<file path="src/rtl/pwm_steer_pkg.sv">
package pwm_steer_pkg;

  localparam int unsigned STEER_PINS_DEFAULT = 4;

  typedef enum logic {
    STEER_NOW       = 1'b0,
    STEER_AT_PERIOD = 1'b1
  } steer_mode_e;

endpackage

</file>
<file path="src/rtl/steer_mask_ctrl.sv">
module steer_mask_ctrl
  import pwm_steer_pkg::*;
#(
  parameter int unsigned NUM_PINS = STEER_PINS_DEFAULT
) (
  input  logic                clk,
  input  logic                rst,
  input  logic                wr_en,
  input  logic [NUM_PINS-1:0] wr_mask,
  input  logic                wr_sync,
  input  logic                period_start,
  output logic [NUM_PINS-1:0] active_mask
);

  logic [NUM_PINS-1:0] shadow_q, active_q;
  logic [NUM_PINS-1:0] active_d;
  steer_mode_e         mode_q;
  steer_mode_e         wr_mode;
  logic                boundary_xfer;

  assign wr_mode = steer_mode_e'(wr_sync);

  // transfer at period start when aligned mode is in force or being written
  assign boundary_xfer = period_start &&
                         ((wr_en && wr_mode == STEER_AT_PERIOD) ||
                          (!wr_en && mode_q == STEER_AT_PERIOD));

  always_comb begin
    active_d = active_q;
    if (wr_en && wr_mode == STEER_NOW) begin
      active_d = wr_mask;
    end else if (boundary_xfer) begin
      active_d = wr_en ? wr_mask : shadow_q;
    end
  end

  always_ff @(posedge clk) begin
    if (rst) begin
      shadow_q <= '0;
      active_q <= '0;
      mode_q   <= STEER_NOW;
    end else begin
      if (wr_en) begin
        shadow_q <= wr_mask;
        mode_q   <= wr_mode;
      end
      active_q <= active_d;
    end
  end

  assign active_mask = active_q;


  reset_clears_mask_chk: assert property (@(posedge clk)
    $past(rst) |-> active_q == '0);


  immediate_load_chk: assert property (@(posedge clk) disable iff (rst)
    (wr_en && !wr_sync) |=> active_q == $past(wr_mask));


  pending_hold_chk: assert property (@(posedge clk) disable iff (rst)
    (wr_en && wr_sync && !period_start) |=> $stable(active_q));


  boundary_copy_chk: assert property (@(posedge clk) disable iff (rst)
    (period_start && !wr_en && mode_q == STEER_AT_PERIOD)
      |=> active_q == $past(shadow_q));


  same_cycle_write_chk: assert property (@(posedge clk) disable iff (rst)
    (period_start && wr_en && wr_sync) |=> active_q == $past(wr_mask));


  now_mode_ignore_chk: assert property (@(posedge clk) disable iff (rst)
    (!wr_en && mode_q == STEER_NOW) |=> $stable(active_q));

endmodule

</file>
<file path="src/rtl/steer_pin_cell.sv">
module steer_pin_cell (
  input  logic clk,
  input  logic rst,
  input  logic steer_on,
  input  logic pwm_in,
  input  logic port_bit,
  output logic pin_q
);

  always_ff @(posedge clk) begin
    if (rst) pin_q <= 1'b0;
    else     pin_q <= steer_on ? pwm_in : port_bit;
  end


  pwm_follow_chk: assert property (@(posedge clk) disable iff (rst)
    steer_on |=> pin_q == $past(pwm_in));


  port_follow_chk: assert property (@(posedge clk) disable iff (rst)
    !steer_on |=> pin_q == $past(port_bit));

endmodule

</file>
<file path="src/rtl/pwm_steer_unit.sv">
module pwm_steer_unit
  import pwm_steer_pkg::*;
#(
  parameter int unsigned NUM_PINS = STEER_PINS_DEFAULT
) (
  input  logic                clk,
  input  logic                rst,
  input  logic                pwm_in,
  input  logic                period_start,
  input  logic                wr_en,
  input  logic [NUM_PINS-1:0] wr_mask,
  input  logic                wr_sync,
  input  logic [NUM_PINS-1:0] port_data,
  output logic [NUM_PINS-1:0] pin_out
);

  logic [NUM_PINS-1:0] active_mask;

  steer_mask_ctrl #(.NUM_PINS(NUM_PINS)) u_mask (
    .clk          (clk),
    .rst          (rst),
    .wr_en        (wr_en),
    .wr_mask      (wr_mask),
    .wr_sync      (wr_sync),
    .period_start (period_start),
    .active_mask  (active_mask)
  );

  // one independent cell per pin
  for (genvar i = 0; i < NUM_PINS; i++) begin : g_pin
    steer_pin_cell u_cell (
      .clk      (clk),
      .rst      (rst),
      .steer_on (active_mask[i]),
      .pwm_in   (pwm_in),
      .port_bit (port_data[i]),
      .pin_q    (pin_out[i])
    );
  end


  reset_output_low_chk: assert property (@(posedge clk)
    rst |=> pin_out == '0);

endmodule

</file>
<file path="config.mk">
export PLATFORM = sky130hd
export DESIGN_NAME = pwm_steer_unit
export DESIGN_NICKNAME = d
export VERILOG_FILES = /design/src/rtl/pwm_steer_pkg.sv /design/src/rtl/steer_mask_ctrl.sv /design/src/rtl/steer_pin_cell.sv /design/src/rtl/pwm_steer_unit.sv
export SDC_FILE = /design/constraint.sdc
export NUM_CORES = 1
export LEC_CHECK = 0
export ABC_AREA = 1
export BUFFER_PORTS_ARGS = -buffer_cell sky130_fd_sc_hd__buf_2
export CAP_MARGIN = 10
export CELL_PAD_IN_SITES_DETAIL_PLACEMENT = 0
export CELL_PAD_IN_SITES_GLOBAL_PLACEMENT = 2
export CORE_MARGIN = 8
export CORE_UTILIZATION = 26
export CTS_CLUSTER_SIZE = 10
export DETAILED_ROUTE_END_ITERATION = 10
export PLACE_DENSITY_LB_ADDON = 0.12
export SKIP_CTS_REPAIR_TIMING = 1
export SYNTH_ARGS = -nofsm -noshare
export SYNTH_HDL_FRONTEND = slang
export SYNTH_HIERARCHICAL = 1
export SYNTH_SLANG_ARGS = --single-unit
</file>
<file path="constraint.sdc">
create_clock -name clk -period 2.2 [get_ports clk]
set_input_delay 0.55 -clock clk [delete_from_list [all_inputs] [get_ports clk]]
set_output_delay 0.55 -clock clk [all_outputs]
set_load 0.05 [all_outputs]
</file>
# Word level (Yosys, flattened, before mapping)
# Cells that the tools add are included.
# word_totals
latchBits	0
memories	0
mem_bits_rw	0
in_bits	14
romBits	0
output_inout_bits	4
ff_bits	13
# classes
n_lt_le_gt_ge	0
reduce_logical	7
shift	0
n_bitwise	1
n_mux	7
n_mul	0
addsub	0
n_eq_ne	0
div	0
# op_table
cell	n
4-bit 2-to-1 mux	3
1-bit logical AND	4
1-bit 2-to-1 mux	4
2-bit nonzero test	1
1-bit zero test	1
1-bit logical OR	1
1-bit inverter	1

# Depth between registers and ports, before layout
# Gate-level depths: netlist (run 1).
# logic_depth
depth_word	6
ltp_mapped	6

# By module
# Netlist (run 1), hierarchy kept.
# modules_own_cells
mod	area_per_inst_um2	cells_each	n_inst
steer_mask_ctrl	395.4	58	1
steer_pin_cell	45.0	7	4

# Worst setup path before layout (run 1)
# No wires, ideal clock.
# synth_timing
path_type	input -> register
from	in wr_en
to	reg u_mask.active_q[0], in the netlist u_mask/active_mask[0]
arrival_ps	1058
stages	4
setup_slack_ps	1027
setup_ps	115
path_buffers	1
t_required_ps	2085
cell_sequence	or2_1 -> buf_6 -> a21oi_1 -> nor2_1
# synth_via
elab_chain_cells	5
word_cells_on_any_way	10
classes_between	3 x mux; 7 x reduce/logical
# synth_lines
item	line_no	text
start, declared	pwm_steer_unit.sv:10	input logic wr_en,
1-bit zero test	steer_mask_ctrl.sv:26	(!wr_en && mode_q == STEER_AT_PERIOD));
1-bit logical AND	steer_mask_ctrl.sv:26	
1-bit logical OR	steer_mask_ctrl.sv:25	((wr_en && wr_mode == STEER_AT_PERIOD) ||
1-bit logical AND	steer_mask_ctrl.sv:24	assign boundary_xfer = period_start &&
2-bit nonzero test (no source line)	--	
end signal, assigned	steer_mask_ctrl.sv:47	active_q <= active_d;
end, declared	steer_mask_ctrl.sv:15	logic [NUM_PINS-1:0] shadow_q, active_q;
# Parallel ways exist; a longest one is shown, timed or not. The select of a mux whose other input is x is not followed.
# A chain may end at the register's enable or synchronous reset.

# Worst setup path after layout (run 1)
# layout_timing
from	reg g_pin[0].u_cell.pin_q
to	out pin_out[0]
# layout_lines
item	line_no	text
start, declared	steer_pin_cell.sv:7	output logic pin_q
start signal, assigned	steer_pin_cell.sv:12	else pin_q <= steer_on ? pwm_in : port_bit;
end, declared	pwm_steer_unit.sv:14	output logic [NUM_PINS-1:0] pin_out
# No word-level cell between the ends.

==> results of run 1 <==
-- synthesized netlist by cell type, drive strengths merged --
cell / count
or2: 1
nor2: 16
and3: 1
inv: 20
nand2: 26
nand3: 4
a21oi: 4
dfxtp: 13
buf: 1
-- flip-flops by register name, indices dropped and copies added, names as in the netlist --
| register | cells |
|---|---|
| u_mask/active_mask | 4 |
| u_mask/mode_q | 1 |
| g_pin.u_cell/pin_q | 4 |
| u_mask/shadow_q | 4 |
-- cells by family (layout without fill, tap and decap cells) --
group	count (synthesis)	count (layout)	synth area share
flip-flops	13	13	0.4522
AO/OA/AOI/OAI	4	4	0.03478
buffers and inverters	21	41	0.1500
AND/OR/NAND/NOR	48	48	0.3630
-- placed cells by master, fill, tap and decap left out, drive strengths merged --
cell type	netlist	final
a21oi	4	4
and3	1	1
buf	1	17
clkbuf	0	4
dfxtp	13	13
inv	20	20
nand2	26	26
nand3	4	4
nor2	16	16
or2	1	1
-- layer usage --
layer,vias up,track usage
met3,2,0.04064
met2,10,0.1024
met1,207,0.07959
met5,-,0
met4,0,0.02564
li1,289,-
-- report_power, final --
group	switching, µW	internal (µW)
combinational	64.6	34.0
sequential	7.72	254
clock	76.8	70.2
-- worst max path at each step --
stage	from	to	slack, ns
3_3_place_gp	wr_en	u_mask/active_mask[0]	0.84
3_5_place_dp	wr_en	u_mask/active_mask[2]	0.81
2_1_floorplan	wr_en	u_mask/active_mask[0]	1.03
4_1_cts	g_pin[0].u_cell/pin_q	pin_out[0]	0.79
5_1_grt	g_pin[0].u_cell/pin_q	pin_out[0]	0.77
6_report	g_pin[0].u_cell/pin_q	pin_out[0]	0.81
-- area by class of cell --
class                      instances  share of cell area
sequential                        13              0.3662
multi-input combinational         52              0.3222
timing repair buffer              17              0.1197
inverter                          20              0.1056
tap                               28             0.04930
clock buffer                       4             0.03697
-- stage by stage --
stage	total power, µW	setup slack [ns]	hold slack (ns)
finish	507.7	0.8139	0.5019
global route	545.2	0.7737	0.5087
CTS	520.9	0.7940	0.4908
detailed placement	368.0	0.8144	0.5075
global placement	367.1	0.8447	0.5063
floorplan	339.7	1.027	0.4748
==> results.cfg, run 1 <==
[placement]
place_congestion = 0.6859
post_dp_cell_area_um2 = 684.4
hpwl_um = 917.2
io_buffers = 17
dp.cells = 130

[outcome]
status = finished clean

[logic_synthesis]
yosysWarnings = 6
ys_seq_area_frac = 0.4522
synth_top_area_cell = dfxtp_1
netlist.area_leader.share = 0.4522
syn_area_per_cell_um2 = 6.692
yosys-top-cells-area = dfxtp_1 45%, nand2_1 16%, inv_1 13%, nor2_1 7.8%, nor2_2 4.3%
ys_seq_elements = 13
yosysUniqueCellTypes = 11
synth_nets = 100
synth_cells = 86
syn_area_um2 = 575.6

[global_route]
grt_usage = 0.06909
grt_pass1_wl_mm = 2.214
grt_overflow = 0
grt_pass1_vias = 514
antenna_found_initial = 0
grt_max_degree = 10

[hold_path]
hold_end = g_pin[0].u_cell/pin_q
worstHoldPathType = in -> reg
hp-start = port_data[0]
holdPathStages = 3

[setup_path]
slowest_stage = dfxtp_1
arrival_ns = 0.84
r2r_cells = 3
crit_path_max_fanout = 1
slowest_delay_ns = 0.31
worstSetupPathType = reg -> out
cp.required_ns = 1.65
cp_cell_sequence = buf_2
critPathBufInv = 1
reg2reg_to = u_mask/active_mask[2]
cp_num_cells = 1
ff2ff_setup_slack_ns = 1.20
cp-end-kind = primary output
r2r_start = u_mask/mode_q
crit_family = flip-flops
startpoint_type = register

[timing]
min_period_ns = 1.386
post-route-period-util = 0.6300
rsz0062_at_grt = no
max_freq_mhz = 721.5
tightest_slew_ns = 0.2993
relSlewSlack = 0.8005
hold_viol_final = 0
tns_ns = 0
finalClockSkew_ns = 0.004943
setup_viol = 0
finalMaxSlewViolations = 0

[floorplan]
core_um2 = 2148
die_h_um = 63.05
rows = 17
initial_core_util = 0.2679
dieArea_um2 = 3975
die_x_um = 63.05
pin_count = 18

[detailed_routing]
wl_met3_um = 64
route.final.wire_length_mm = 1.232
route.met2.wl_um = 549
vias = 508
ant_nets = 0
drc_errors = 0
viasPerCell = 3.791
drt_pass1_iterations = 3
wl_met1_um = 603
routedWlPerCell_um = 9.194
drt_iter0_drc = 7
highest-signal-layer = met4

[final_layout]
area_delta_synth_final_pct = 23.48
regArea_um2 = 260.3
n_antenna_cell = 0
final_area_um2 = 710.7
drive_gt1_frac = 0.2453
layoutNonFillerInstCount = 134
final_nets = 121
fin_util = 0.3308
multi_input_area_um2 = 229.0
fill_cells = 253

[clocking]
htree_levels = 1
cts_buffer_depth = 2
cts_inserted_buffers = 3
root_buffer = clkbuf_4
worstSkewPairLatency_ns = 0.27
cts_sinks = 13
path_clk_slew_ns = 0.08
cts_tree = built

[pwr]
p_leak_uw = 0.0004162
vdd_drop_max_v = 0.0003353
power_density_nw_per_um2 = 714.4

[job]
cap_violations = 0
(Power assumes the default switching activity.)
==> run 2: changes to the inputs <==
Settings changed: CORE_UTILIZATION 26 to 22.
Clock period 2.2 ns to 1.1 ns, I/O delays scaled along.
==> run 2 against run 1 <==
Routed wire length is 3.6% higher; global-route usage is 0.72 points lower; cell count is 3.0% higher; sequential share of layout area is 1.9 points lower; count of clock-buffer cells in the layout stayed put; first-iteration DRC count is 14% lower; die area is 13% higher; design area is 5.5% higher; critical endpoint is now pin_out[1].
==> results.cfg, run 2 (synthesized netlist as in run 1, its figures left out) <==
[outcome]
status = finished clean

[setup_path]
slowest_delay_ns = 0.31
r2r_cells = 3
cp_cell_sequence = buf_4
cp-startpoint = g_pin[1].u_cell/pin_q
reg2reg_to = u_mask/active_mask[2]
crit_family = flip-flops
ff2ff_setup_slack_ns = 0.11
critPathBufInv = 1
worstSetupPathType = reg -> out
startpoint_type = register
cp.required_ns = 0.82
r2r_start = u_mask/mode_q
slowest_stage = dfxtp_1
arrival_ns = 0.77
crit_path_max_fanout = 1
cp-end-kind = primary output

[detailed_routing]
drc_errors = 0
routedWlPerCell_um = 9.246
viasPerCell = 3.768
route.final.wire_length_mm = 1.276
vias = 520
ant_nets = 0
drt_pass1_iterations = 2
drt_iter0_drc = 6

[timing]
max_freq_mhz = 956.4
min_period_ns = 1.046
tns_ns = 0
fin_hold_ws_ns = 0.2192
rsz0062_at_grt = no
relSlewSlack = 0.8062
hold_viol_final = 0
finalMaxSlewViolations = 0
tightest_slew_ns = 0.2907
layout_setup_ws_ns = 0.05446
finalClockSkew_ns = 0.004132
setup_viol = 0
post-route-period-util = 0.9505

[floorplan]
rows = 18
pin_count = 18
dieArea_um2 = 4509
die_x_um = 67.15
initial_core_util = 0.2323
core_um2 = 2477
die_h_um = 67.15

[global_route]
grt_pass1_wl_mm = 2.049
grt_max_degree = 10
grt_usage = 0.06185
grt_overflow = 0
antenna_found_initial = 0
grt_pass1_vias = 468

[placement]
io_buffers = 17
hpwl_mm = 1.003
pre_cts_ws_ns = 0.01690
dp.cells = 134
place_congestion = 0.6977

[final_layout]
drive_gt1_frac = 0.2593
fill_cells = 301
final_cell_mix = 25 x nand2_1, 20 x inv_1, 13 x dfxtp_1, 13 x buf_2, 12 x nor2_1
area_delta_synth_final_pct = 30.22
final_common_cell = nand2_1
final_nets = 123
layoutNonFillerInstCount = 138
n_antenna_cell = 0

[hold_path]
worstHoldPathType = in -> reg
hp-start = port_data[3]
hold_end = g_pin[3].u_cell/pin_q
holdPathStages = 3

[pwr]
p_leak_uw = 0.0004304
vdd_drop_max_v = 0.0009261
power_density_nw_per_um2 = 1397

[job]
cap_violations = 0

[clocking]
path_clk_slew_ns = 0.09
root_buffer = clkbuf_4
worstSkewPairLatency_ns = 0.28
htree_levels = 1
cts_buffer_depth = 2
cts_inserted_buffers = 3
cts_sinks = 13
cts_tree = built
-- run 2: how the worst max path moves through the flow --
stage	endpoint	cells past startpoint
global route	pin_out[1]	1
CTS	pin_out[3]	1
detailed placement	u_mask/active_mask[2]	4
finish	pin_out[1]	1
global placement	u_mask/active_mask[3]	4
floorplan	u_mask/active_mask[0]	4
-- run 2: final cells by class --
class,count,area [µm²],area share
clock buffer,4,26.28,0.03506
timing repair buffer,19,121.4,0.1619
multi-input combinational,52,229.0,0.3055
tap,30,37.54,0.05008
sequential,13,260.3,0.3472
inverter,20,75.07,0.1002
-- run 2: worst reg2reg max path, delay by kind of cell, from the launching register on --
kind / cells / cell delay, ns
and+or+nand+nor: 2 / 0.39
DFF: 1 / 0.30
AOI/OAI and AO/OA: 1 / 0.19
-- run 2: power breakdown --
part	internal, µW	switching (µW)
combinational	85.5	130
sequential	509	16.9
clock	141	165
total	735	312
-- run 2: stage by stage --
step	total power [µW]	cell area, µm²	utilization
floorplan	679.3	575.6	-
global placement	740.6	701.9	0.2833
detailed placement	742.0	701.9	0.2833
CTS	1057	728.2	0.2939
global route	1125	749.5	0.3025
finish	1047	749.5	0.3025
-- run 2: per-layer routing --
metal / routed length (µm) / up-vias / track usage / part of all wire
li1: - / 291 / - / -
met4: 8 / 0 / 0.02350 / 0.0063
met2: 596 / 10 / 0.09200 / 0.47
met3: 94 / 2 / 0.04470 / 0.074
met5: 0 / - / 0 / 0
met1: 577 / 217 / 0.06686 / 0.45
